### src/rtl/fam_pkg.sv
package fam_pkg;
  typedef enum logic [1:0] {LW_H = 2'd0, LW_S = 2'd1, LW_D = 2'd2} lane_w_e;

  typedef struct packed {
    logic    undef;
    logic    is_min;
    logic    q;
    lane_w_e lw;
    logic [4:0] rd;
  } dec_t;
endpackage

### src/rtl/fam_decoder.sv
module fam_decoder
  import fam_pkg::*;
(
  input  logic [31:0] insn_i,
  input  logic        feat_en_i,
  output dec_t        dec_o
);
  logic base_ok, half_ok, sd_ok, reserved;

  always_comb begin
    base_ok  = !insn_i[31] && (insn_i[28:24] == 5'b01110);
    half_ok  = (insn_i[23:21] == 3'b110) && (insn_i[15:10] == 6'b000111);
    sd_ok    = insn_i[23] && insn_i[21] && (insn_i[15:10] == 6'b110111);
    reserved = sd_ok && insn_i[22] && !insn_i[30];
    dec_o.undef  = !feat_en_i || !base_ok || !(half_ok || sd_ok) || reserved;
    dec_o.is_min = insn_i[29];
    dec_o.q      = insn_i[30];
    dec_o.lw     = half_ok ? LW_H : (insn_i[22] ? LW_D : LW_S);
    dec_o.rd     = insn_i[4:0];
  end
endmodule

### src/rtl/fam_lane.sv
module fam_lane #(
  parameter int EW = 8,
  parameter int FW = 23,
  localparam int W = 1 + EW + FW
) (
  input  logic [W-1:0] a_i,
  input  logic [W-1:0] b_i,
  input  logic         is_min_i,
  output logic [W-1:0] res_o,
  output logic         inv_o
);
  logic a_nan, b_nan, a_snan, b_snan, a_gt;
  logic [W-1:0] pick;
  logic [W-2:0] mag;

  always_comb begin
    a_nan  = (&a_i[W-2:FW]) && (|a_i[FW-1:0]);
    b_nan  = (&b_i[W-2:FW]) && (|b_i[FW-1:0]);
    a_snan = a_nan && !a_i[FW-1];
    b_snan = b_nan && !b_i[FW-1];
    inv_o  = a_snan || b_snan;
    a_gt   = a_i[W-2:0] > b_i[W-2:0];
    // snan first, then first operand
    if (a_snan)      pick = a_i;
    else if (b_snan) pick = b_i;
    else if (a_nan)  pick = a_i;
    else             pick = b_i;
    mag = (a_gt ^ is_min_i) ? a_i[W-2:0] : b_i[W-2:0];
    if (a_gt == 1'b0 && a_i[W-2:0] == b_i[W-2:0]) mag = a_i[W-2:0];
    if (a_nan || b_nan) begin
      res_o = pick;
      res_o[FW-1] = 1'b1;
    end else begin
      res_o = {1'b0, mag};
    end
  end
endmodule

### src/rtl/fam_unit.sv
module fam_unit
  import fam_pkg::*;
#(
  parameter int VLEN = 128
) (
  input  logic            clk_i,
  input  logic            rst_ni,
  input  logic            feat_en_i,
  input  logic            valid_i,
  output logic            ready_o,
  input  logic [31:0]     insn_i,
  input  logic [VLEN-1:0] src_n_i,
  input  logic [VLEN-1:0] src_m_i,
  output logic            valid_o,
  input  logic            ready_i,
  output logic [VLEN-1:0] res_o,
  output logic [4:0]      rd_o,
  output logic            undef_o,
  output logic            flag_invalid_o
);
  localparam int NH = VLEN / 16;
  localparam int NS = VLEN / 32;
  localparam int ND = VLEN / 64;
  localparam int HALF = VLEN / 2;

  dec_t dec;
  logic [VLEN-1:0] res_h, res_s, res_d, res_sel, res_n;
  logic [NH-1:0] inv_h, mask_h;
  logic [NS-1:0] inv_s, mask_s;
  logic [ND-1:0] inv_d, mask_d;
  logic inv_n, accept;

  fam_decoder u_dec (.insn_i(insn_i), .feat_en_i(feat_en_i), .dec_o(dec));

  for (genvar g = 0; g < NH; g++) begin : g_h
    fam_lane #(.EW(5), .FW(10)) u_lane (
      .a_i(src_n_i[g*16 +: 16]), .b_i(src_m_i[g*16 +: 16]),
      .is_min_i(dec.is_min), .res_o(res_h[g*16 +: 16]), .inv_o(inv_h[g]));
  end
  for (genvar g = 0; g < NS; g++) begin : g_s
    fam_lane #(.EW(8), .FW(23)) u_lane (
      .a_i(src_n_i[g*32 +: 32]), .b_i(src_m_i[g*32 +: 32]),
      .is_min_i(dec.is_min), .res_o(res_s[g*32 +: 32]), .inv_o(inv_s[g]));
  end
  for (genvar g = 0; g < ND; g++) begin : g_d
    fam_lane #(.EW(11), .FW(52)) u_lane (
      .a_i(src_n_i[g*64 +: 64]), .b_i(src_m_i[g*64 +: 64]),
      .is_min_i(dec.is_min), .res_o(res_d[g*64 +: 64]), .inv_o(inv_d[g]));
  end

  always_comb begin
    mask_h = dec.q ? '1 : {{(NH-NH/2){1'b0}}, {(NH/2){1'b1}}};
    mask_s = dec.q ? '1 : {{(NS-NS/2){1'b0}}, {(NS/2){1'b1}}};
    mask_d = dec.q ? '1 : {{(ND-ND/2){1'b0}}, {(ND/2){1'b1}}};
    unique case (dec.lw)
      LW_H:    begin res_sel = res_h; inv_n = |(inv_h & mask_h); end
      LW_S:    begin res_sel = res_s; inv_n = |(inv_s & mask_s); end
      default: begin res_sel = res_d; inv_n = |(inv_d & mask_d); end
    endcase
    res_n = res_sel;
    if (!dec.q) res_n[VLEN-1:HALF] = '0;
    if (dec.undef) begin
      res_n = '0;
      inv_n = 1'b0;
    end
  end

  assign ready_o = !valid_o || ready_i;
  assign accept  = valid_i && ready_o;

  always_ff @(posedge clk_i or negedge rst_ni) begin
    if (!rst_ni) begin
      valid_o        <= 1'b0;
      res_o          <= '0;
      rd_o           <= '0;
      undef_o        <= 1'b0;
      flag_invalid_o <= 1'b0;
    end else if (accept) begin
      valid_o        <= 1'b1;
      res_o          <= res_n;
      rd_o           <= dec.rd;
      undef_o        <= dec.undef;
      flag_invalid_o <= inv_n;
    end else if (ready_i) begin
      valid_o <= 1'b0;
    end
  end
endmodule

### config.mk
export PLATFORM = sky130hd
export DESIGN_NAME = fam_unit
export DESIGN_NICKNAME = d
export VERILOG_FILES = /design/src/rtl/fam_pkg.sv /design/src/rtl/fam_decoder.sv /design/src/rtl/fam_lane.sv /design/src/rtl/fam_unit.sv
export SDC_FILE = /design/constraint.sdc
export NUM_CORES = 1
export LEC_CHECK = 0
export BUFFER_PORTS_ARGS = -buffer_cell sky130_fd_sc_hd__clkbuf_2
export CAP_MARGIN = 20
export CORE_ASPECT_RATIO = 0.9
export CORE_UTILIZATION = 36
export CTS_CLUSTER_SIZE = 10
export DETAILED_ROUTE_END_ITERATION = 8
export SETUP_SLACK_MARGIN = 0.5
export SKIP_LAST_GASP = 1
export SLEW_MARGIN = 40
export SYNTH_ARGS = -nofsm -noshare
export SYNTH_HDL_FRONTEND = slang
export SYNTH_HIERARCHICAL = 1
export SYNTH_SLANG_ARGS = --single-unit
### constraint.sdc
create_clock -name clk_i -period 3 [get_ports clk_i]
set_input_delay 0.3 -clock clk_i [delete_from_list [all_inputs] [get_ports clk_i]]
set_output_delay 0.3 -clock clk_i [all_outputs]
set_load 0.05 [all_outputs]
==> impl_results.rst <==
.. list-table::
   :header-rows: 1

   * - Metric
     - Value
   * - Worst flop-to-flop path startpoint
     - valid_o
   * - Count of vias placed by the detailed router
     - about 31,000
   * - Fin. max-slew vios
     - 0
   * - Max-Slew Margin vs Limit
     - 0.435
   * - Hpwl dp
     - between 80 and 90 mm
   * - Setup repair after global routing missed its margin
     - yes
   * - Post-synth net total
     - 3,907
   * - Critical Path, Cell by Cell
     - clkbuf_4 > nor4_2 > buf_4 > nand4_1 > nor4_4 > o22ai_2 > or2_4 > o221ai_4 > buf_8 > buf_16 > mux2_4 > nand2_1 > o21ai_1 > a22o_1
   * - Multi-input combinational cell area
     - 24,500 sq um
   * - Endpoint, Worst Hold
     - valid_o
   * - Floorplan Core Area
     - about 74,000 sq um
   * - Width of the die
     - 291 um
   * - Die Ht
     - 262 um
   * - Port Buffers
     - ~420
   * - Mean instance size in the synthesized netlist
     - between 8 and 9 sq um
   * - Master of the slowest instance on the critical path
     - nor4_4
   * - Synth unique cells
     - 80
   * - Global route total overflow
     - 0
   * - Cell depth of the worst flop-to-flop path
     - 4
   * - Endpoint class of the critical path
     - flop
   * - Wire length per cell after detailed routing
     - 22.2 um
   * - Worst ir drop on vdd
     - 0.472 mV
   * - Worst endpoint required time
     - approximately 3.4 ns
   * - Actual transition at the worst max-transition pin
     - approximately 0.85 ns
   * - Layout-stage area growth over the synthesis result
     - 56.3%
   * - Mapped Cells
     - 3,244
   * - Synthesis-stage register bit count
     - 136
   * - Crit path max fanout
     - 7
   * - Sum Neg Setup Slack
     - 0 ns
   * - Iteration-0 DRC count of the detailed router
     - 2,075
   * - Total of max-cap violations
     - 0
   * - Post-synth EDFFs
     - 0
   * - Class of the most critical hold timing path
     - in2reg
   * - Share of async-settable or async-resettable flops after synthesis
     - 1.00
   * - Clock latency on the worst-skew pair
     - 0.50 ns
   * - Most frequent standard cell in the layout excluding fill and tap cells
     - buf_4
   * - Clock Pin Slew Worst Setup and Hold Paths
     - about 0.08 ns
   * - Critical Path Source Type
     - primary input
   * - Final number of hold-violating endpoints
     - 0
   * - Result of the run
     - finished clean
   * - Final Instance Area
     - 42,200 sq um
   * - Number of clock sinks seen by CTS
     - 136
   * - Upper clock frequency limit
     - between 300 and 400 MHz
   * - Sequential share of the synthesized area
     - 0.126
   * - Final clock skew
     - 0.0146 ns
   * - Ratio of cells with drive above 1 in the final layout
     - 0.479
   * - Critical path buffer and inverter count
     - 4
   * - Via count of the first global-routing pass
     - 30,500
   * - Warning count from the yosys run
     - 6
   * - Gpl congestion
     - between 0.9 and 1
   * - Top delay family on crit path
     - simple AND/OR/NAND/NOR gates
   * - Placed Cells
     - 5,256
   * - # rows
     - 94
   * - Total wirelength of the detailed-routed design
     - about 120 mm
   * - Flop2flop setup slack
     - 0.97 ns
   * - Number of remaining DRC errors
     - 0
   * - CTS root buf
     - clkbuf_16
   * - Top-level port count
     - 430
   * - Critical Setup Path Class
     - in2reg
   * - Top library cells by usage in the layout, fill and taps aside
     - buf_4 (721), inv_1 (327), clkbuf_2 (311)
   * - Setup-violating endpoint count in the final report
     - 0
   * - Power per unit of standard cell area
     - 258 nW/um^2
   * - First-pass GRT wire length
     - 179 mm
   * - Total number of nets in the final design
     - 5,104
   * - Post-route worst hold slack
     - approximately 0.15 ns
   * - Leakage power of the design
     - 20.7 nW
   * - Initial core utilization
     - 0.367
   * - R2r endpoint
     - res_o[84]
   * - Aggregate global-route resource usage
     - 0.301
   * - CTS Buffer Depth
     - 2
   * - Final min period
     - 2.91 ns
   * - Post-synth top flop
     - dfrtp_1
   * - Total CTS buffers
     - 17
   * - Arr. time, crit path
     - 3.30 ns
   * - Placement-stage cell area
     - 36,500 sq um
   * - Clock tree from TritonCTS
     - built
   * - Critical path launch point
     - src_n_i[75]
   * - Period Utilization, post-route
     - 0.971
   * - Source of the worst hold timing path
     - valid_i
   * - Antenna violations before repair
     - 1
   * - Design Power
     - 10.9 mW
   * - Total die area
     - 76,100 sq um
   * - Filler Cells Inserted
     - roughly 6,400
   * - Final Non-Filler Cells
     - 5,415
   * - Post-layout utilization of the core
     - 0.573
   * - Area occupied by registers
     - 3400 sq um
   * - Number of cells traversed by the worst hold path
     - 2
   * - Crit path setup slack, layout
     - 0.0869 ns
   * - Worst slack at placement
     - -0.818 ns
   * - Antenna-violating nets left
     - 0
   * - Number of levels the H-tree was split into
     - 4
   * - Pin count of the biggest net entering global routing
     - 98
   * - Delay contributed by the slowest stage of the critical path
     - 0.36 ns
   * - Combined area of all synthesized cells
     - 27,000 sq um
   * - Routed via count divided by cell count
     - 5.78
   * - First-pass iteration count of the detailed router
     - 7
## cells in the mapped netlist (66+ instances only)
master,number,area share
nand4_1,128,0.030
mux2_4,110,0.061
o21ai_0,108,0.020
mux2_2,153,0.064
nand2_1,269,0.037
a21oi_1,188,0.035
nor2_1,139,0.019
inv_1,391,0.054
dfrtp_1,136,0.13
nor4_1,139,0.032
ha_1,370,0.17
mux2i_1,181,0.067
nor3_1,66,0.012
nand3_1,68,0.013
mux2_1,100,0.042
## worst max path at each step
stage | cells after the start | slack, ns | to
after global routing | 15 | -0.02 | res_o[86]
after floorplan | 12 | 0.19 | res_o[125]
after detailed placement | 13 | -0.82 | res_o[3]
final | 14 | 0.09 | res_o[109]
after CTS | 18 | 0.24 | res_o[98]
after global placement | 13 | -0.80 | res_o[30]
## cell families after synthesis
family,synth area share
compound gates,0.172
flops,0.126
mux,0.234
fa+ha+maj,0.172
buf+inv,0.0878
simple gates,0.209
## worst reg2reg max path, cell delays in order (launching register included)
cell and delay, ns:
dfrtp_1 0.44, nand2b_1 0.36, nand2_8 0.44, buf_4 0.43
a22o_1 0.24
## report_power, final
| group | switching (mW) | total (mW) | internal (mW) |
|---|---|---|---|
| registers | 0.00563 | 1.85 | 1.84 |
| clock network | 1.09 | 2.40 | 1.31 |
| logic | 3.19 | 6.66 | 3.46 |
| total | 4.28 | 10.9 | 6.62 |
## state kept, by name, summed over array words and instances, names as in the netlist
signal / flops
flag_invalid_o: 1
valid_o: 1
undef_o: 1
res_o: 128
rd_o: 5
## cell type report
| type | instances | area share |
|---|---|---|
| clock buffers | 18 | 0.0102 |
| inverters | 391 | 0.0362 |
| repair buffers | 1307 | 0.260 |
| clock inverters | 13 | 0.00403 |
| well taps | 960 | 0.0285 |
| diodes | 2 | 0.000119 |
| flip-flops and latches | 136 | 0.0807 |
| multi-input cells | 2588 | 0.580 |
## per-layer routing
metal  global-route usage  up-vias  wire (um)
met5                    0        -         15
met4                0.134        2       5350
met3               0.0451      307       8290
met2                0.507     1329      55800
met1                0.381    15100      50600
li1                     -    14600          -
## repair_timing
action | 4_1_cts | 5_1_grt
endpoints found under the hold margin | 50 | 0
setup endpoints to repair | 128 | 129
buffers inserted | 74 | 28
pin swaps | 108 | 121
gates resized for setup | 448 | 293
hold buffers | 6 | 0
cloned | 15 | 3
(Power assumes the default switching activity.)
